<file path="src/rtl/stkpush_pkg.sv">
// Shared opcode constants and state types for the stack push sequencer.
// Assumes byte-wide opcodes; nothing here holds state.
package stkpush_pkg;
    localparam logic [7:0] OPC_PUSH_ACC = 8'hF5;
    localparam logic [7:0] OPC_PUSH_IDX = 8'hE5;
    localparam logic [7:0] PFX_IDX_X    = 8'hDD;
    localparam logic [7:0] PFX_IDX_Y    = 8'hFD;
    localparam logic [7:0] PFX_NARROW   = 8'h52;
    localparam logic [7:0] PFX_WIDE     = 8'h49;

    typedef enum logic [1:0] {DEC_IDLE, DEC_WIDTH, DEC_INDEX} dec_state_t;
    typedef enum logic [1:0] {SRC_ACC, SRC_IX, SRC_IY} push_src_t;
    typedef enum logic [1:0] {OVR_NONE, OVR_NARROW, OVR_WIDE} width_ovr_t;
endpackage

</file>
<file path="src/rtl/stkpush_decode.sv">
// Opcode decoder. Consumes one byte per accepted handshake, tracks width and
// index prefixes, and emits a one-cycle start with the resolved width and the
// payload. Assumes the writer is idle whenever op_ready is high.
module stkpush_decode
    import stkpush_pkg::*;
#(
    parameter int PAY_W = 24
) (
    input  logic             clk,
    input  logic             rst_n,
    input  logic             op_valid,
    input  logic [7:0]       op_byte,
    input  logic             seq_busy,
    input  logic             mode_long,
    input  logic [7:0]       reg_a,
    input  logic [7:0]       reg_f,
    input  logic [PAY_W-1:0] reg_ix,
    input  logic [PAY_W-1:0] reg_iy,
    output logic             op_ready,
    output logic             start,
    output logic             start_long,
    output logic [PAY_W-1:0] start_payload,
    output logic             illegal
);
    dec_state_t state_q, state_d;
    width_ovr_t ovr_q, ovr_d;
    push_src_t  idx_q, idx_d, src;
    logic       illegal_d;
    logic       accept;

    // Handshake: bytes are taken only while no push is being written
    assign op_ready = !seq_busy;
    assign accept   = op_valid && op_ready;

    // Width resolution: a prefix wins over the global mode bit
    assign start_long = (ovr_q == OVR_WIDE)   ? 1'b1 :
                        (ovr_q == OVR_NARROW) ? 1'b0 : mode_long;

    // Next-state decode of the accepted byte
    always_comb begin
        state_d   = state_q;
        ovr_d     = ovr_q;
        idx_d     = idx_q;
        start     = 1'b0;
        illegal_d = 1'b0;
        src       = SRC_ACC;
        if (accept) begin
            case (state_q)
                DEC_IDLE: begin
                    case (op_byte)
                        PFX_NARROW:   begin state_d = DEC_WIDTH; ovr_d = OVR_NARROW; end
                        PFX_WIDE:     begin state_d = DEC_WIDTH; ovr_d = OVR_WIDE;   end
                        PFX_IDX_X:    begin state_d = DEC_INDEX; idx_d = SRC_IX;     end
                        PFX_IDX_Y:    begin state_d = DEC_INDEX; idx_d = SRC_IY;     end
                        OPC_PUSH_ACC: start = 1'b1;
                        default:      ;
                    endcase
                end
                DEC_WIDTH: begin
                    case (op_byte)
                        PFX_IDX_X:    begin state_d = DEC_INDEX; idx_d = SRC_IX; end
                        PFX_IDX_Y:    begin state_d = DEC_INDEX; idx_d = SRC_IY; end
                        OPC_PUSH_ACC: begin start = 1'b1; state_d = DEC_IDLE; ovr_d = OVR_NONE; end
                        default:      begin illegal_d = 1'b1; state_d = DEC_IDLE; ovr_d = OVR_NONE; end
                    endcase
                end
                DEC_INDEX: begin
                    if (op_byte == OPC_PUSH_IDX) begin
                        start = 1'b1;
                        src   = idx_q;
                    end else begin
                        illegal_d = 1'b1;
                    end
                    state_d = DEC_IDLE;
                    ovr_d   = OVR_NONE;
                end
                default: begin
                    state_d = DEC_IDLE;
                    ovr_d   = OVR_NONE;
                end
            endcase
        end
    end

    // Payload select: the accumulator form carries a zero upper byte
    always_comb begin
        start_payload = '0;
        case (src)
            SRC_IX:  start_payload = reg_ix;
            SRC_IY:  start_payload = reg_iy;
            default: start_payload[15:0] = {reg_a, reg_f};
        endcase
    end

    // Decoder state, prefix memory and illegal pulse registers
    always_ff @(posedge clk) begin
        if (!rst_n) begin
            state_q <= DEC_IDLE;
            ovr_q   <= OVR_NONE;
            idx_q   <= SRC_IX;
            illegal <= 1'b0;
        end else begin
            state_q <= state_d;
            ovr_q   <= ovr_d;
            idx_q   <= idx_d;
            illegal <= illegal_d;
        end
    end
endmodule

</file>
<file path="src/rtl/stkpush_writer.sv">
// Byte write sequencer. After a start it drives one write per cycle, from the
// pointer minus 1 downward, most significant payload byte first. It flags done
// on the last write. Assumes the pointers stay stable while it is busy.
module stkpush_writer #(
    parameter int ADDR_W  = 24,
    parameter int SHORT_W = 16
) (
    input  logic               clk,
    input  logic               rst_n,
    input  logic               start,
    input  logic               start_long,
    input  logic [ADDR_W-1:0]  start_payload,
    input  logic [ADDR_W-1:0]  spl,
    input  logic [SHORT_W-1:0] sps,
    output logic               busy,
    output logic               long_q,
    output logic               mem_we,
    output logic [ADDR_W-1:0]  mem_addr,
    output logic [7:0]         mem_wdata,
    output logic               done
);
    localparam int LONG_N  = ADDR_W / 8;
    localparam int SHORT_N = SHORT_W / 8;
    localparam int CNT_W   = $clog2(LONG_N + 1);

    logic [ADDR_W-1:0] payload_q;
    logic [CNT_W-1:0]  cnt_q;
    logic [CNT_W-1:0]  nbytes;
    logic [CNT_W-1:0]  sel;
    logic [7:0]        pay_bytes [LONG_N];

    // Split the payload into bytes, one lane per generate step
    for (genvar g = 0; g < LONG_N; g++) begin : g_lane
        assign pay_bytes[g] = payload_q[8*g +: 8];
    end

    assign nbytes = long_q ? CNT_W'(LONG_N) : CNT_W'(SHORT_N);
    assign sel    = nbytes - cnt_q;
    assign mem_we = busy;
    assign done   = busy && (cnt_q == nbytes);

    // Address: pointer minus write count, narrow form zero-extended
    always_comb begin
        if (long_q) begin
            mem_addr = spl - ADDR_W'(cnt_q);
        end else begin
            mem_addr = '0;
            mem_addr[SHORT_W-1:0] = sps - SHORT_W'(cnt_q);
        end
    end

    // Data: pick the payload lane that matches this write
    always_comb begin
        mem_wdata = 8'h00;
        for (int i = 0; i < LONG_N; i++) begin
            if (sel == CNT_W'(i)) mem_wdata = pay_bytes[i];
        end
    end

    // Sequencer registers: launch on start, step each cycle, stop on done
    always_ff @(posedge clk) begin
        if (!rst_n) begin
            busy      <= 1'b0;
            long_q    <= 1'b0;
            cnt_q     <= '0;
            payload_q <= '0;
        end else if (start) begin
            busy      <= 1'b1;
            long_q    <= start_long;
            cnt_q     <= CNT_W'(1);
            payload_q <= start_payload;
        end else if (busy) begin
            if (done) busy <= 1'b0;
            else      cnt_q <= cnt_q + CNT_W'(1);
        end
    end
endmodule

</file>
<file path="src/rtl/stkpush_sp.sv">
// One stack pointer register. It steps down by STEP, modulo 2**W, when dec_en
// is high. Assumes the caller raises dec_en only on the final write cycle.
module stkpush_sp #(
    parameter int           W     = 24,
    parameter int           STEP  = 3,
    parameter logic [W-1:0] RESET = '0
) (
    input  logic         clk,
    input  logic         rst_n,
    input  logic         dec_en,
    output logic [W-1:0] sp
);
    // Pointer register with modular decrement
    always_ff @(posedge clk) begin
        if (!rst_n)      sp <= RESET;
        else if (dec_en) sp <= sp - W'(STEP);
    end
endmodule

</file>
<file path="src/rtl/stack_push_seq.sv">
// Top of the dual-mode stack push sequencer: decoder, byte writer and the two
// stack pointers. Assumes ADDR_W and SHORT_W are multiples of 8, with
// SHORT_W at least 16 and below ADDR_W.
module stack_push_seq #(
    parameter int                   ADDR_W    = 24,
    parameter int                   SHORT_W   = 16,
    parameter logic [ADDR_W-1:0]    SPL_RESET = '0,
    parameter logic [SHORT_W-1:0]   SPS_RESET = '0
) (
    input  logic               clk,
    input  logic               rst_n,
    input  logic               op_valid,
    input  logic [7:0]         op_byte,
    output logic               op_ready,
    input  logic               mode_long,
    input  logic [7:0]         reg_a,
    input  logic [7:0]         reg_f,
    input  logic [ADDR_W-1:0]  reg_ix,
    input  logic [ADDR_W-1:0]  reg_iy,
    output logic [ADDR_W-1:0]  mem_addr,
    output logic [7:0]         mem_wdata,
    output logic               mem_we,
    output logic               done,
    output logic               illegal,
    output logic [ADDR_W-1:0]  spl,
    output logic [SHORT_W-1:0] sps
);
    localparam int LONG_N  = ADDR_W / 8;
    localparam int SHORT_N = SHORT_W / 8;

    logic              seq_busy;
    logic              start;
    logic              start_long;
    logic [ADDR_W-1:0] start_payload;
    logic              wr_long;

    stkpush_decode #(.PAY_W(ADDR_W)) u_decode (
        .clk(clk), .rst_n(rst_n), .op_valid(op_valid), .op_byte(op_byte),
        .seq_busy(seq_busy), .mode_long(mode_long), .reg_a(reg_a), .reg_f(reg_f),
        .reg_ix(reg_ix), .reg_iy(reg_iy), .op_ready(op_ready), .start(start),
        .start_long(start_long), .start_payload(start_payload), .illegal(illegal)
    );

    stkpush_writer #(.ADDR_W(ADDR_W), .SHORT_W(SHORT_W)) u_writer (
        .clk(clk), .rst_n(rst_n), .start(start), .start_long(start_long),
        .start_payload(start_payload), .spl(spl), .sps(sps), .busy(seq_busy),
        .long_q(wr_long), .mem_we(mem_we), .mem_addr(mem_addr),
        .mem_wdata(mem_wdata), .done(done)
    );

    stkpush_sp #(.W(ADDR_W), .STEP(LONG_N), .RESET(SPL_RESET)) u_spl (
        .clk(clk), .rst_n(rst_n), .dec_en(done && wr_long), .sp(spl)
    );

    stkpush_sp #(.W(SHORT_W), .STEP(SHORT_N), .RESET(SPS_RESET)) u_sps (
        .clk(clk), .rst_n(rst_n), .dec_en(done && !wr_long), .sp(sps)
    );
endmodule

</file>
<file path="config.mk">
export PLATFORM = sky130hd
export DESIGN_NAME = stack_push_seq
export DESIGN_NICKNAME = d
export VERILOG_FILES = /design/src/rtl/stkpush_pkg.sv /design/src/rtl/stkpush_decode.sv /design/src/rtl/stkpush_writer.sv /design/src/rtl/stkpush_sp.sv /design/src/rtl/stack_push_seq.sv
export SDC_FILE = /design/constraint.sdc
export NUM_CORES = 1
export LEC_CHECK = 0
export CAP_MARGIN = 25
export CORE_MARGIN = 3
export CORE_UTILIZATION = 40
export CTS_BUF_LIST = sky130_fd_sc_hd__clkbuf_8 sky130_fd_sc_hd__clkbuf_16
export CTS_CLUSTER_SIZE = 24
export DETAILED_ROUTE_END_ITERATION = 16
export HOLD_SLACK_MARGIN = 0.1
export PLACE_DENSITY = 0.7
export SETUP_SLACK_MARGIN = 0.02
export SLEW_MARGIN = 10
export SYNTH_ARGS = -nofsm -noshare
export SYNTH_HDL_FRONTEND = slang
export SYNTH_HIERARCHICAL = 1
export SYNTH_SLANG_ARGS = --single-unit
</file>
<file path="constraint.sdc">
create_clock -name clk -period 3.04 [get_ports clk]
set_input_delay 0.456 -clock clk [delete_from_list [all_inputs] [get_ports clk]]
set_output_delay 0.456 -clock clk [all_outputs]
set_load 0.05 [all_outputs]
</file>
# Yosys cells after proc, flatten, opt, wreduce, memory -nomap -nowiden
# Index checks and enable logic that the tools add are counted.
[word_totals]
in_bits = 76
out_inout_bits = 76
wordCells = 91
ff_bits = 75
[op_classes]
bitwise = 2
mux = 32
reduce_logical = 21
addsub = 6
eq_ne = 19
[op_table]
columns = ["cell", "n"]
rows = [
  ["$eq 8x8->1 const B", 4],
  ["$pmux 16 s2", 1],
  ["$mux 24", 1],
  ["$mux 8", 3],
  ["$sub 24x2->24", 1],
  ["$sub 24x2->24 const B", 1],
  ["$pmux 2 s2", 5],
  ["$eq 8x7->1 const B", 2],
  ["$pmux 8 s2", 1],
  ["$sub 16x2->16", 1],
  ["$sub 16x2->16 const B", 1],
  ["$mux 1", 14],
  ["$mux 2", 5],
  ["$eq 2x1->1 const B", 4],
  ["$eq 2x2->1 const B", 4],
  ["$reduce_and 2->1", 4],
  ["$reduce_or 2->1", 4],
  ["$ne 3x3->1 const B", 2],
  ["$reduce_and 3->1", 2],
  ["$logic_and 1x1->1", 4],
  ["$logic_not 2->1", 2],
  ["$pmux 1 s2", 2],
  ["$reduce_bool 2->1", 2],
  ["$reduce_or 3->1", 1],
  ["7 further kinds", 9],
]

# Depth between registers and ports, before layout
[depth]
depth_word = 6
depth_mapped = 11
ltp_nobuf = 9

# Modules after synthesis
# Netlist, hierarchy kept.
[modules_own_cells]
columns = ["mod", "area_each_um2", "instances", "cells_per_inst"]
rows = [
  ["stkpush_writer", 2267.2, 1, 266],
  ["stkpush_sp at u_spl", 1131.1, 1, 127],
  ["stkpush_decode", 965.9, 1, 140],
  ["stkpush_sp at u_sps", 714.4, 1, 79],
  ["stack_push_seq", 16.3, 1, 2],
]

# Worst setup path before layout
# OpenSTA, ideal clock, no wires.
[synth_timing]
path_type = "reg2out"
from = "register u_spl.sp[0]"
to = "output port mem_addr[16]"
stages_incl_launch_ff = 8
path_slack_ps = -398
arrival_ps = 2982
t_required_ps = 2584
path_cell_list = "dfxtp_1 inv_1 ha_1 fa_1 nor4b_2 nand4_1 or4_2 a21oi_1"
[synth_via]
elab_chain_cells = 2
[synth_lines]
columns = ["element", "line", "rtl"]
rows = [
  ["from (decl)", "stkpush_sp.sv:11", "output logic [W-1:0] sp"],
  ["from (signal assigned)", "stkpush_sp.sv:16", "else if (dec_en) sp <= sp - W'(STEP);"],
  ["$sub 24x2->24", "stkpush_writer.sv:45", "mem_addr = spl - ADDR_W'(cnt_q);"],
  ["$mux 24", "stkpush_writer.sv:44", "if (long_q) begin"],
  ["to (decl)", "stack_push_seq.sv:20", "output logic [ADDR_W-1:0] mem_addr,"],
]
# Every way passes these cells.

# Worst setup path after layout
[layout_timing]
from = "register u_spl.sp[0]"
to = "output port mem_addr[8]"
# Same word-level chain as after synthesis.

==> flow_summary.json <==
{
  "p_total_mw": 2.259,
  "drtAntennaViolNets": 0,
  "start_util": 0.4172,
  "fillers": 1038,
  "rows": 40,
  "syn-cell-area_sq_um": 5095,
  "dieHeight_um": 118.9,
  "die_area_sq_um": 14130,
  "ys_ff_latch": 74,
  "holdPathStages": 2,
  "via_per_inst": 5.676,
  "synth-seq-area-share": 0.2908,
  "drive_gt1_frac": 0.1808,
  "min_period_over_period": 0.9997,
  "hold_path_class": "flip-flop to flip-flop",
  "worst_pin_slew_ps": 653.1,
  "clk_pin_slew_ps": 60,
  "place_area_sq_um": 7159,
  "synth_cell_types": 74,
  "r2r_slack_ps": 500,
  "vdd_drop_max_mv": 0.2473,
  "reg2reg_depth": 7,
  "swShare": 0.2092,
  "comb_power_share": 0.078,
  "slowest_delay_ps": 660,
  "yosys.area.top_type": "dfxtp_1",
  "port_buffers": 150,
  "internal_power_mw": 1.787,
  "cts_buffers": 9,
  "avgSynthCellArea_sq_um": 8.298,
  "die_w_um": 118.9,
  "syn_to_final_growth_pct": 49.44,
  "syn_inst": 614,
  "cp_top_family": "simple AND/OR/NAND/NOR gates",
  "ios": 152,
  "antenna_found_initial": 0,
  "path_class": "flip-flop to output port",
  "post-route-cell-area_sq_um": 7614,
  "leakage_nw": 2.682,
  "regArea_sq_um": 1496,
  "grt_pass1_vias": 5092,
  "final_common_cell": "clkdlybuf4s50_1",
  "power_frac_seq": 0.429,
  "crit_path_max_fanout": 4,
  "clk_path_buf_depth": 2,
  "synth-compound-area-share": 0.1555,
  "cp-start-kind": "flip-flop",
  "max-cap-violations": 0,
  "power_frac_clock": 0.494,
  "synth-simple-area-share": 0.3033,
  "syn_nets": 705,
  "slew_headroom": 0.5641,
  "drtIter0Drc": 371,
  "grt_usage": 0.2111,
  "synthFlopType": "dfxtp_1",
  "skew_ps": 4.747,
  "cts-root-buf": "clkbuf_16",
  "synth.area.mux_share": 0.1063,
  "p_sw_mw": 0.4727,
  "wirelength_um": 15510,
  "crit_arrival_ps": 2580,
  "grt_overflow_total": 0,
  "async_flop_share": 0,
  "hpwlAfterDp_um": 11510,
  "hold_buffers": 0,
  "clk_latency_ps": 330,
  "synth.yosys.warnings": 6,
  "synthTopCellsByArea": "dfxtp_1 (29%), mux2i_1 (8.6%), xor2_1 (4.6%)",
  "place_congestion": 0.8971,
  "drc_errors": 0,
  "worstPathCellList": "inv_2 > ha_4 > fa_2 > or4b_2 > o41ai_1 > and3_1 > a21oi_2 > buf_12",
  "synth_top_area_frac": 0.2908,
  "synth_top_family_by_area": "simple AND/OR/NAND/NOR gates",
  "slew_viol_final": 0,
  "power_density_nw_per_um2": 296.7,
  "cts_tree": "yes",
  "worstHoldStart": "u_decode/ovr_q[0]$_SDFFE_PN0P_",
  "drtPass1Iterations": 5,
  "layout_common_cells": "clkdlybuf4s50_1 (118), dfxtp_1 (68), nor2_1 (60), nand2_1 (54)",
  "cts.sinks": 74,
  "status": "finished clean",
  "min_to": "u_decode/ovr_q[0]$_SDFFE_PN0P_",
  "num_antenna_cells": 0,
  "vias": 5381,
  "period_needed_ps": 3039,
  "crit_slowest_cell": "or4b_2",
  "cp-startpoint": "u_spl/sp[0]$_SDFFE_PN0P_",
  "fin_nets": 867,
  "crit_path_end_kind": "output port",
  "worst_r2r_endpoint": "u_sps/sp[12]$_SDFFE_PN0P_",
  "grt_start_max_net_pins": 41,
  "grt_first_pass_wirelength_um": 24880,
  "crit_required_ps": 2580,
  "finalSetupViolations": 0,
  "synthAdderAreaFrac": 0.04175,
  "fp.coreArea_sq_um": 12210,
  "synthXorXnorAreaFrac": 0.06189,
  "wl_per_cell_um": 16.36,
  "multi_input_area_sq_um": 3557,
  "crit_buf_inv": 2,
  "r2r_start": "u_writer/long_q$_SDFFE_PN0P_",
  "synth_edf_count": 0,
  "fmax_mhz": 329.0,
  "hold_viol_final": 0,
  "cts_max_level": 3,
  "grt_setup_unrepaired": "yes"
}
[power groups by stage]
stage / Combinational [mW] / Clock, mW / Sequential, mW
after floorplan: 0.0530 / 0 / 0.992
after global placement: 0.171 / 0 / 0.992
after detailed placement: 0.174 / 0 / 0.992
after CTS: 0.175 / 1.14 / 0.971
after global routing: 0.190 / 1.17 / 0.968
final: 0.175 / 1.12 / 0.968
[cell families (layout without fill, tap and decap cells)]
logic type / after synthesis / in the layout
AOI/OAI and AO/OA: 117 / 117
xor gates and xnor gates: 36 / 36
adders and majority gates: 16 / 16
buffers and inverters: 49 / 215
DFF: 74 / 74
muxes: 53 / 53
other: 1 / 1
and+or+nand+nor: 268 / 268
[flip-flops by register name, indices dropped and copies added (netlist names)]
| register | cells |
|---|---|
| u_spl/sp | 24 |
| u_writer/payload_q | 24 |
| u_sps/sp | 15 |
| u_decode/idx_q | 2 |
| u_decode/ovr_q | 2 |
| u_decode/state_q | 2 |
| u_writer/cnt_q | 2 |
| u_decode/illegal | 1 |
| u_writer/busy | 1 |
| u_writer/long_q | 1 |
[timing repair]
| action | in CTS | in global routing |
|---|---|---|
| endpoints found under the setup margin | 9 | 15 |
| gates resized for setup | 8 | 20 |
| pin swaps | 1 | 9 |
| setup buffers | 1 | 6 |
[synth_stat cells (9+ instances only)]
| cell | number |
|---|---|
| nand4_1 | 16 |
| mux2i_1 | 44 |
| nor4_1 | 13 |
| nor2b_1 | 21 |
| clkbuf_1 | 25 |
| or4_1 | 21 |
| xnor2_1 | 9 |
| o21ai_0 | 19 |
| nand2b_1 | 15 |
| nor2_1 | 60 |
| a21oi_1 | 26 |
| nor3_1 | 9 |
| a22oi_1 | 24 |
| ha_1 | 13 |
| o31ai_1 | 15 |
| inv_1 | 16 |
| nand2_1 | 54 |
| xor2_1 | 27 |
| dfxtp_1 | 74 |
[worst min-delay path, cell delays in order (launching register included)]
cell,delay [ps]
dfxtp_1,310
nand2_1,60
mux2i_1,50
[stage by stage]
stage	TNS (ps)	util	hold slack (ps)	std cells	worst slack (ps)
2_1_floorplan	-357.9	-	434.7	614	-245.3
3_3_place_gp	0	0.5863	450.1	926	155.9
3_5_place_dp	0	0.5863	462.8	926	95.43
4_1_cts	0	0.6139	470.4	942	22.33
5_1_grt	-61.58	0.6235	507.8	948	-33.87
6_report	0	0.6235	467.6	948	0.8042
[cell type report]
type / count / share of cell area
Clock inverter: 6 / 0.01101
Tap cell: 168 / 0.02761
Clock buffer: 9 / 0.02958
Sequential cell: 74 / 0.1965
Timing Repair Buffer: 183 / 0.2597
Multi-Input combinational cell: 491 / 0.4672
Inverter: 17 / 0.008381
[layer usage]
metal / global-route usage / up-vias / routed length, um
li1: - / 2599 / -
met5: 0 / - / 0
met3: 0.05461 / 22 / 1101
met1: 0.2560 / 2560 / 6420
met4: 0.05793 / 0 / 233
met2: 0.3694 / 200 / 7751
[worst max-delay path by stage]
stage,end,slack [ps],depth (start not counted)
after floorplan,mem_addr[21],-250,4
after global placement,u_writer/payload_q[3]$_SDFFE_PN0P_,160,11
after detailed placement,u_writer/payload_q[3]$_SDFFE_PN0P_,100,11
after CTS,mem_addr[21],20,5
after global routing,mem_addr[8],-30,8
final,mem_addr[8],0.8,8
No activity file was read; power rests on OpenSTA's default activity.
